## config.mk

```make
export PLATFORM = sky130hd
export DESIGN_NAME = card_clk_gen
export DESIGN_NICKNAME = d
export VERILOG_FILES = /design/src/rtl/cclk_pkg.sv /design/src/rtl/cclk_clamp.sv /design/src/rtl/cclk_calc.sv /design/src/rtl/cclk_gen.sv /design/src/rtl/card_clk_gen.sv
export SDC_FILE = /design/constraint.sdc
export NUM_CORES = 1
export LEC_CHECK = 0
export ABC_AREA = 1
export BUFFER_PORTS_ARGS = -buffer_cell sky130_fd_sc_hd__buf_2
export CAP_MARGIN = 20
export CORE_MARGIN = 4
export CORE_UTILIZATION = 50
export DETAILED_ROUTE_END_ITERATION = 6
export PLACE_DENSITY_LB_ADDON = 0.2
export SETUP_SLACK_MARGIN = 0.05
export SYNTH_ARGS = -nofsm -noshare
export SYNTH_HDL_FRONTEND = slang
export SYNTH_SLANG_ARGS = --single-unit
```

## constraint.sdc

```tcl
create_clock -name clk -period 7.2 [get_ports clk]
set_input_delay 0.36 -clock clk [delete_from_list [all_inputs] [get_ports clk]]
set_output_delay 0.36 -clock clk [all_outputs]
set_load 0.05 [all_outputs]
```

## src/rtl/cclk_pkg.sv

```systemverilog
package cclk_pkg;
  localparam int DIV_W_DEF  = 8;
  localparam int FREQ_W_DEF = 32;
  localparam int F_MIN_DEF  = 200000;
  localparam int F_MAX_DEF  = 25000000;

  typedef enum logic [1:0] {
    C_IDLE = 2'd0,
    C_DIV  = 2'd1,
    C_FIX  = 2'd2
  } calc_st_e;
endpackage

```

## src/rtl/cclk_clamp.sv

```systemverilog
module cclk_clamp #(
  parameter int FREQ_W = 32,
  parameter int F_MIN  = 200000,
  parameter int F_MAX  = 25000000
) (
  input  logic [FREQ_W-1:0] req_hz,
  output logic [FREQ_W-1:0] lim_hz
);
  localparam logic [FREQ_W-1:0] LO = FREQ_W'(F_MIN);
  localparam logic [FREQ_W-1:0] HI = FREQ_W'(F_MAX);

  always_comb begin
    if (req_hz < LO)      lim_hz = LO;
    else if (req_hz > HI) lim_hz = HI;
    else                  lim_hz = req_hz;
  end
endmodule

```

## src/rtl/cclk_calc.sv

```systemverilog
module cclk_calc
  import cclk_pkg::*;
#(
  parameter int DIV_W  = 8,
  parameter int FREQ_W = 32,
  parameter int F_MIN  = 200000,
  parameter int F_MAX  = 25000000
) (
  input  logic              clk,
  input  logic              rst,
  input  logic              start,
  input  logic [FREQ_W-1:0] in_hz,
  input  logic [FREQ_W-1:0] req_hz,
  output logic              done,
  output logic [DIV_W-1:0]  result
);
  localparam int IW = $clog2(FREQ_W);
  localparam logic [FREQ_W:0] SAT = (FREQ_W+1)'((1 << DIV_W) - 1);

  calc_st_e          st;
  logic [IW-1:0]     iter;
  logic [FREQ_W-1:0] quo;
  logic [FREQ_W:0]   rem;
  logic [FREQ_W:0]   dvs;
  logic [FREQ_W-1:0] lim_hz;
  logic [FREQ_W:0]   rem_sh;
  logic [FREQ_W:0]   q_dbl;
  logic [FREQ_W:0]   n_wide;
  logic [DIV_W-1:0]  n_sat;
  logic              bump;
  logic              done_q;
  logic [DIV_W-1:0]  res_q;

  cclk_clamp #(.FREQ_W(FREQ_W), .F_MIN(F_MIN), .F_MAX(F_MAX)) u_clamp (
    .req_hz (req_hz),
    .lim_hz (lim_hz)
  );

  // One restoring step: shift in the next dividend bit.
  assign rem_sh = {rem[FREQ_W-1:0], quo[FREQ_W-1]};

  // Raising the estimate is needed exactly when remainder >= 2*quotient.
  always_comb begin
    q_dbl  = {quo, 1'b0};
    bump   = (rem >= q_dbl);
    n_wide = {1'b0, quo} + (FREQ_W+1)'(bump) - (FREQ_W+1)'(1);
    if (quo == '0)         n_sat = '0;
    else if (n_wide > SAT) n_sat = SAT[DIV_W-1:0];
    else                   n_sat = n_wide[DIV_W-1:0];
  end

  always_ff @(posedge clk) begin
    if (rst) begin
      st     <= C_IDLE;
      iter   <= '0;
      quo    <= '0;
      rem    <= '0;
      dvs    <= '0;
      done_q <= 1'b0;
      res_q  <= '0;
    end else begin
      case (st)
        C_IDLE: if (start) begin
          done_q <= 1'b0;
          quo    <= in_hz;
          rem    <= '0;
          dvs    <= {lim_hz, 1'b0};
          iter   <= '0;
          st     <= C_DIV;
        end
        C_DIV: begin
          if (rem_sh >= dvs) begin
            rem <= rem_sh - dvs;
            quo <= {quo[FREQ_W-2:0], 1'b1};
          end else begin
            rem <= rem_sh;
            quo <= {quo[FREQ_W-2:0], 1'b0};
          end
          if (iter == IW'(FREQ_W-1)) st <= C_FIX;
          else                       iter <= iter + 1'b1;
        end
        C_FIX: begin
          res_q  <= n_sat;
          done_q <= 1'b1;
          st     <= C_IDLE;
        end
        default: st <= C_IDLE;
      endcase
    end
  end

  assign done   = done_q;
  assign result = res_q;

  a_r8_result_hold: assert property (@(posedge clk) disable iff (rst)
    done_q && $past(done_q) |-> $stable(res_q));
  a_r8_not_done_busy: assert property (@(posedge clk) disable iff (rst)
    (st != C_IDLE) |-> !done_q);
  a_r9_divisor_kept: assert property (@(posedge clk) disable iff (rst)
    (st == C_DIV) && ($past(st) == C_DIV) |-> $stable(dvs));
  a_r8_done_from_fix: assert property (@(posedge clk) disable iff (rst)
    $rose(done_q) |-> $past(st) == C_FIX);
endmodule

```

## src/rtl/cclk_gen.sv

```systemverilog
module cclk_gen #(
  parameter int DIV_W = 8
) (
  input  logic             clk,
  input  logic             rst,
  input  logic             cfg_we,
  input  logic [DIV_W:0]   cfg_wdata,
  output logic             card_clk
);
  logic             en_q;
  logic [DIV_W-1:0] div_q;
  logic [DIV_W-1:0] act_div;
  logic [DIV_W-1:0] cnt;
  logic             clk_q;

  always_ff @(posedge clk) begin
    if (rst) begin
      en_q  <= 1'b0;
      div_q <= '0;
    end else if (cfg_we) begin
      en_q  <= cfg_wdata[DIV_W];
      div_q <= cfg_wdata[DIV_W-1:0];
    end
  end

  // The active divisor is reloaded only on an output transition.
  always_ff @(posedge clk) begin
    if (rst) begin
      clk_q   <= 1'b0;
      cnt     <= '0;
      act_div <= '0;
    end else if (!en_q) begin
      clk_q   <= 1'b0;
      cnt     <= '0;
      act_div <= cfg_we ? cfg_wdata[DIV_W-1:0] : div_q;
    end else if (cnt == act_div) begin
      clk_q   <= ~clk_q;
      cnt     <= '0;
      act_div <= div_q;
    end else begin
      cnt <= cnt + 1'b1;
    end
  end

  assign card_clk = clk_q;

  a_r3_low_when_off: assert property (@(posedge clk) disable iff (rst)
    !en_q |=> !clk_q);
  a_r2_count_bound: assert property (@(posedge clk) disable iff (rst)
    en_q |-> cnt <= act_div);
  a_r4_reload_on_edge: assert property (@(posedge clk) disable iff (rst)
    en_q && $past(en_q) && (clk_q == $past(clk_q)) |-> act_div == $past(act_div));
endmodule

```

## src/rtl/card_clk_gen.sv

```systemverilog
module card_clk_gen
  import cclk_pkg::*;
#(
  parameter int DIV_W  = DIV_W_DEF,
  parameter int FREQ_W = FREQ_W_DEF,
  parameter int F_MIN  = F_MIN_DEF,
  parameter int F_MAX  = F_MAX_DEF
) (
  input  logic              clk,
  input  logic              rst,
  input  logic              cfg_we,
  input  logic [DIV_W:0]    cfg_wdata,
  input  logic              calc_start,
  input  logic [FREQ_W-1:0] calc_in_hz,
  input  logic [FREQ_W-1:0] calc_req_hz,
  output logic              calc_done,
  output logic [DIV_W-1:0]  calc_div,
  output logic              card_clk
);
  cclk_gen #(.DIV_W(DIV_W)) u_gen (
    .clk       (clk),
    .rst       (rst),
    .cfg_we    (cfg_we),
    .cfg_wdata (cfg_wdata),
    .card_clk  (card_clk)
  );

  cclk_calc #(.DIV_W(DIV_W), .FREQ_W(FREQ_W), .F_MIN(F_MIN), .F_MAX(F_MAX)) u_calc (
    .clk    (clk),
    .rst    (rst),
    .start  (calc_start),
    .in_hz  (calc_in_hz),
    .req_hz (calc_req_hz),
    .done   (calc_done),
    .result (calc_div)
  );
endmodule

```

# Word level (Yosys, flattened, before mapping)
# Cells that the tools add are included.
# word_totals
romBits,0
n_memories,0
out_inout_bits,10
in_bits,77
mem_bits_rw,0
ff_bits,139
latch_bits,0
word_cells,64
# classes
n_mul,0
div,0
n_mux,21
n_bitwise,2
magnitude_cmp,5
n_eq_ne,8
shift,0
add_sub_neg,5
n_reduce_logical,11
# ops
op,count
32-bit 2-to-1 mux,3
33-bit >= comparator,2
33-bit 2-to-1 mux,2
33-bit case mux with 2 select lines,1
32-bit case mux with 2 select lines,1
8-bit 2-to-1 mux,5
32-bit by 1-bit adder with 33-bit output,1
33-bit by 8-bit greater-than comparator with 1-bit output (second input constant),1
33-bit by 1-bit subtractor with 33-bit output (second input constant),1
33-bit subtractor,1
32-bit by 25-bit greater-than comparator with 1-bit output (second input constant),1
32-bit zero test,1
32-bit by 18-bit < comparator with 1-bit output (second input constant),1
5-bit 2-to-1 mux,2
5-bit case mux with 2 select lines,1
8-bit by 1-bit adder with 8-bit output (second input constant),1
8-bit equality test,1
2-bit AND reduction,4
2-bit inequality test (second input constant),3
5-bit by 1-bit adder with 5-bit output (second input constant),1
5-bit equality test (second input constant),1
2-bit 2-to-1 mux,2
2-bit case mux with 2 select lines,1
2-bit nonzero test,2
other kinds (10),12

# Longest topological paths before layout
# depth
depth_word,6
depth_mapped,26
depth_no_buf,25

# By module
# Synthesis repeated with hierarchy kept, for this count alone.
# hier_totals
hier_cells,1637
area_unflattened_um2,10227.3
# modules_own_cells
module,instances,area_per_inst_um2,cells_each
cclk_calc,1,8460.6,1356
cclk_gen,1,1216.2,160
cclk_clamp,1,550.5,121

# Worst setup path before layout
# Ideal clock, no wire load.
# synth_path
path_kind,flip-flop to flip-flop
start,register u_calc.quo[19]
end,register u_calc.res_q[0] (netlist: u_calc.result[0])
arrival_time_ns,3.011
slack_ns,4.057
stages_incl_launch_ff,21
cell_sequence,dfxtp_1 -> inv_1 -> ha_1 -> a21oi_1 -> o21ai_0 -> nand2_1 -> o311ai_0 -> a221oi_1 -> nor3b_1 -> ha_1 -> ha_1 -> buf_2 -> nand2_1 -> nor2_2 -> nand4_1 -> a21oi_1 -> nand2_1 -> nor2_2 -> nand4_1 -> nand2_1 -> a21oi_1
# synth_between
elab_chain_len,6
word_cells_on_any_way,7
classes_between,2 x add/sub; 2 x order compare; 2 x mux; 1 x reduce/logical
# synth_lines
item,line,text
"start, declared",cclk_calc.sv:22,logic [FREQ_W-1:0] quo;
"start signal, assigned",cclk_calc.sv:65,quo <= in_hz;
"start signal, assigned",cclk_calc.sv:74,"quo <= {quo[FREQ_W-2:0], 1'b1};"
"start signal, assigned",cclk_calc.sv:77,"quo <= {quo[FREQ_W-2:0], 1'b0};"
33-bit >= comparator,cclk_calc.sv:45,bump = (rem >= q_dbl);
32-bit by 1-bit adder with 33-bit output,cclk_calc.sv:46,"n_wide = {1'b0, quo} + (FREQ_W+1)'(bump) - (FREQ_W+1)'(1);"
33-bit by 1-bit subtractor with 33-bit output,cclk_calc.sv:46,
33-bit by 8-bit greater-than comparator with 1-bit output,cclk_calc.sv:48,else if (n_wide > SAT) n_sat = SAT[DIV_W-1:0];
8-bit 2-to-1 mux,cclk_calc.sv:48,
8-bit 2-to-1 mux (*),cclk_calc.sv:47,if (quo == '0) n_sat = '0;
"end signal, assigned",cclk_calc.sv:83,res_q <= n_sat;
"end, declared",cclk_calc.sv:32,logic [DIV_W-1:0] res_q;
# Every way passes the cells marked *; elsewhere a longest branch is shown, timed or not.
# A chain may end at the register's enable or synchronous reset.

# Worst setup path after layout
# layout_path
start,register u_calc.quo[17]
end,register u_calc.res_q[1] (netlist: u_calc.result[1])
# Same word-level chain as after synthesis.

==> impl_metrics.py <==
metrics = {
    "clock_tree": {
        "clkSlewWorstSetupHoldPaths_ps": 70,
        "cts_tree": "built",
        "clk_path_buf_depth": 2,
        "cts-root-buf": "clkbuf_16",
        "clkLatencyLatePin_ps": 430,
        "count_of_cells_resized_by_post_cts_repair": 0,
        "clkSinkCount": 139,
        "cts_setup_buffers": 0,
        "numCtsBuffers": 17,
        "htreeDepth": 4,
        "hold_buffers": 0,
    },
    "yosys": {
        "yosysTopAreaCell": "dfxtp_1",
        "synth.top_cells.by_count": "nand2_1 (348), nor2_1 (242), inv_1 (163)",
        "arithmetic_cell_share_of_the_synthesized_area_counting_full_adders_half_adders_and_majority_gates_pct": 8.946,
        "netlist_area_um2": 9874,
        "synth.avg_cell_area_um2": 6.484,
        "post_synthesis_compound_gate_area_fraction_pct": 16.95,
        "ys_seq_area_share_pct": 28.18,
        "post-synth-top-area-fraction_pct": 28.18,
        "synthArstFlopShare_pct": 0,
        "muxShareOfSynthArea_pct": 0.8109,
        "synth_ff_type": "dfxtp_1",
        "synth_cell_types": 50,
        "post_synth_and_or_nand_nor_area_fraction_pct": 33.39,
        "synthesis.instances": 1523,
        "synth_seq_cells": 139,
        "post_synth_main_area_contributors": "dfxtp_1 (28%), nand2_1 (13%), nor2_1 (9.2%)",
        "synthMostInstantiatedCell": "nand2_1",
        "synth_top_family_by_area": "simple AND/OR/NAND/NOR gates",
        "synth.net_count": 1670,
        "yosys_warnings": 0,
        "synth_xor_area_share_pct": 3.104,
        "number_of_flops_mapped_to_enable_cells_by_yosys": 0,
    },
    "placement": {
        "postPlaceCellArea_um2": 10450,
        "place.gp.congestion": 1.009,
        "i_o_buffers": 86,
        "dp_cells": 1830,
        "dp_worst_setup_slack_ps": 3197,
        "hpwlAfterDp_mm": 23.33,
    },
    "pwr": {
        "power_density_over_the_cells_nw_per_um2": 302.2,
        "irDropWorstVdd_uv": 190.4,
        "power.static_leakage_nw": 5.016,
    },
    "detailed_routing": {
        "first_iter_violations": 901,
        "vias": 10343,
        "wl_cell_um": 16.30,
        "detail_route.drc_violations": 0,
        "wirelength_mm": 30.34,
        "drt_pass1_iterations": 5,
        "ant_nets": 0,
        "detail_route.vias_per_cell": 5.555,
    },
    "floorplan": {
        "die_h_um": 148.5,
        "placement_rows": 51,
        "die-area_um2": 22060,
        "design.core.area_um2": 19460,
        "io_pins": 87,
        "floorplan.die.width_um": 148.5,
        "initial_core_util_pct": 50.74,
    },
    "outcome": {
        "run_status": "complete, no violations",
    },
    "finish": {
        "area_delta_synth_final_pct": 11.57,
        "post-route-cell-area_um2": 11020,
        "design.final.nets": 1731,
        "fraction_of_final_layout_cells_sized_beyond_drive_strength_1_pct": 9.768,
        "layoutNonFillerInstCount": 1862,
        "area.sequential_um2": 2783,
        "multi_input_comb_area_um2": 6248,
        "nFillCells": 1947,
        "antenna_cells_inserted": 0,
    },
    "global_routing": {
        "largest_net_degree_at_the_start_of_global_routing": 88,
        "grt_pass1_vias": 9510,
        "grt_first_pass_wirelength_mm": 49.24,
        "gr-total-overflow": 0,
        "gr-usage-all-layers_pct": 27.84,
        "antenna_found_initial": 0,
    },
    "timing": {
        "timing_max_transition_violations_final": 0,
        "timing_worst_slew_pin_value_ps": 1106,
        "finalWorstSetupSlack_ps": 3056,
        "setup_viol_count_final": 0,
        "max_slew_margin_pct": 25.99,
        "min_period_ps": 4144,
        "clock_skew_ps": 12.37,
        "grt_setup_unrepaired": "no",
        "finalHoldViolCount": 0,
        "final.setup.tns_ps": 0,
        "fin_crit_sh_pct": 57.56,
        "timing.fmax_mhz": 241.3,
    },
    "worst_setup_path": {
        "crit_path_end_kind": "register",
        "crit_path_max_fanout": 8,
        "critPathRequiredTime_ps": 7470,
        "worst-setup-path-type": "reg -> reg",
        "worstPathArrival_ps": 4410,
        "critical_path.startpoint_type": "register",
    },
    "hold_path": {
        "hold_path_class": "in -> reg",
    },
    "job": {
        "max-cap-violations": 0,
    },
}
## final cells by class
class / instances / area share [%]
clock buffers: 17 / 3.861
inverters: 166 / 5.656
multi-input cells: 1170 / 56.72
repair buffers: 90 / 4.179
flip-flops and latches: 139 / 25.26
well taps: 265 / 3.010
clock inverters: 15 / 1.317
## path summary, 6_finish.rpt
| check | start | endpoint | slack, ps | cells past startpoint |
|---|---|---|---|---|
| max | u_calc.quo[17]$_SDFFE_PP0P_ | u_calc.result[1]$_SDFFE_PP0P_ | 3060 | 19 |
| min | cfg_wdata[8] | u_gen.en_q$_SDFFE_PP0P_ | 170 | 3 |
| max reg2reg | u_calc.quo[17]$_SDFFE_PP0P_ | u_calc.result[1]$_SDFFE_PP0P_ | 3060 | 19 |
| min reg2reg | u_calc.dvs[27]$_SDFFE_PP0P_ | u_calc.dvs[27]$_SDFFE_PP0P_ | 440 | 2 |
## worst max-delay path, stage by stage (launching register included)
cell	delay, ps
dfxtp_1	380
inv_1	120
ha_1	320
a21oi_1	140
o21ai_0	90
nand2_1	70
o311ai_0	160
a221oi_1	360
nor3b_1	280
ha_1	240
ha_1	330
nand2_1	180
nor2_2	270
nand4_1	140
a21oi_1	170
nand2_1	80
nor2_2	330
nand4_1	160
nand2_1	100
a21oi_1	60
## power by group
group          leakage [nW]  internal [mW]  switching (mW)
logic                  3.59          0.523            1.03
registers              1.14          0.836          0.0789
clock network         0.284          0.460           0.403
## sequential cells by signal (all words and copies together), names as in the netlist
register        count
u_gen.act_div       8
u_gen.cnt           8
u_gen.en_q          1
u_calc.st           2
u_calc.quo         32
u_calc.result       8
u_gen.card_clk      1
u_calc.iter         5
u_calc.rem         33
u_calc.done         1
u_calc.dvs         32
u_gen.div_q         8
## cells by family after synthesis
logic type | Yosys count
compound gates | 285
xor+xnor | 35
flops | 139
fa+ha+maj | 70
mux | 8
buf+inv | 214
simple gates | 772
## per-layer routing
metal  vias to the layer above  share of wire, %  wire [um]  GRT usage [%]
li1                       5222                 -          -              -
met1                      4714                46      14030          39.37
met2                       360                44      13400          43.17
met3                        47               7.6       2300          5.637
met4                         0               2.0        616          7.898
met5                         -                 0          0              0
## metrics by stage
step | util, % | hold slack (ps) | total power, mW
3_5_place_dp | 53.67 | 437.7 | 2.445
2_1_floorplan | - | 422.0 | 2.115
5_1_grt | 56.61 | 181.4 | 3.586
6_report | 56.61 | 172.8 | 3.329
4_1_cts | 56.61 | 162.4 | 3.316
3_3_place_gp | 53.67 | 431.2 | 2.437
## cells in the final DEF, fill, tap and decap left out, types with 36 or more instances in the layout
cell type / count
nand2_1: 348
nand3_1: 86
a211oi_1: 62
nor2_1: 241
ha_1: 69
dfxtp_1: 139
o21ai_0: 47
a21oi_1: 124
buf_2: 86
inv_1: 163
nand4_1: 36
(Power assumes the default switching activity.)
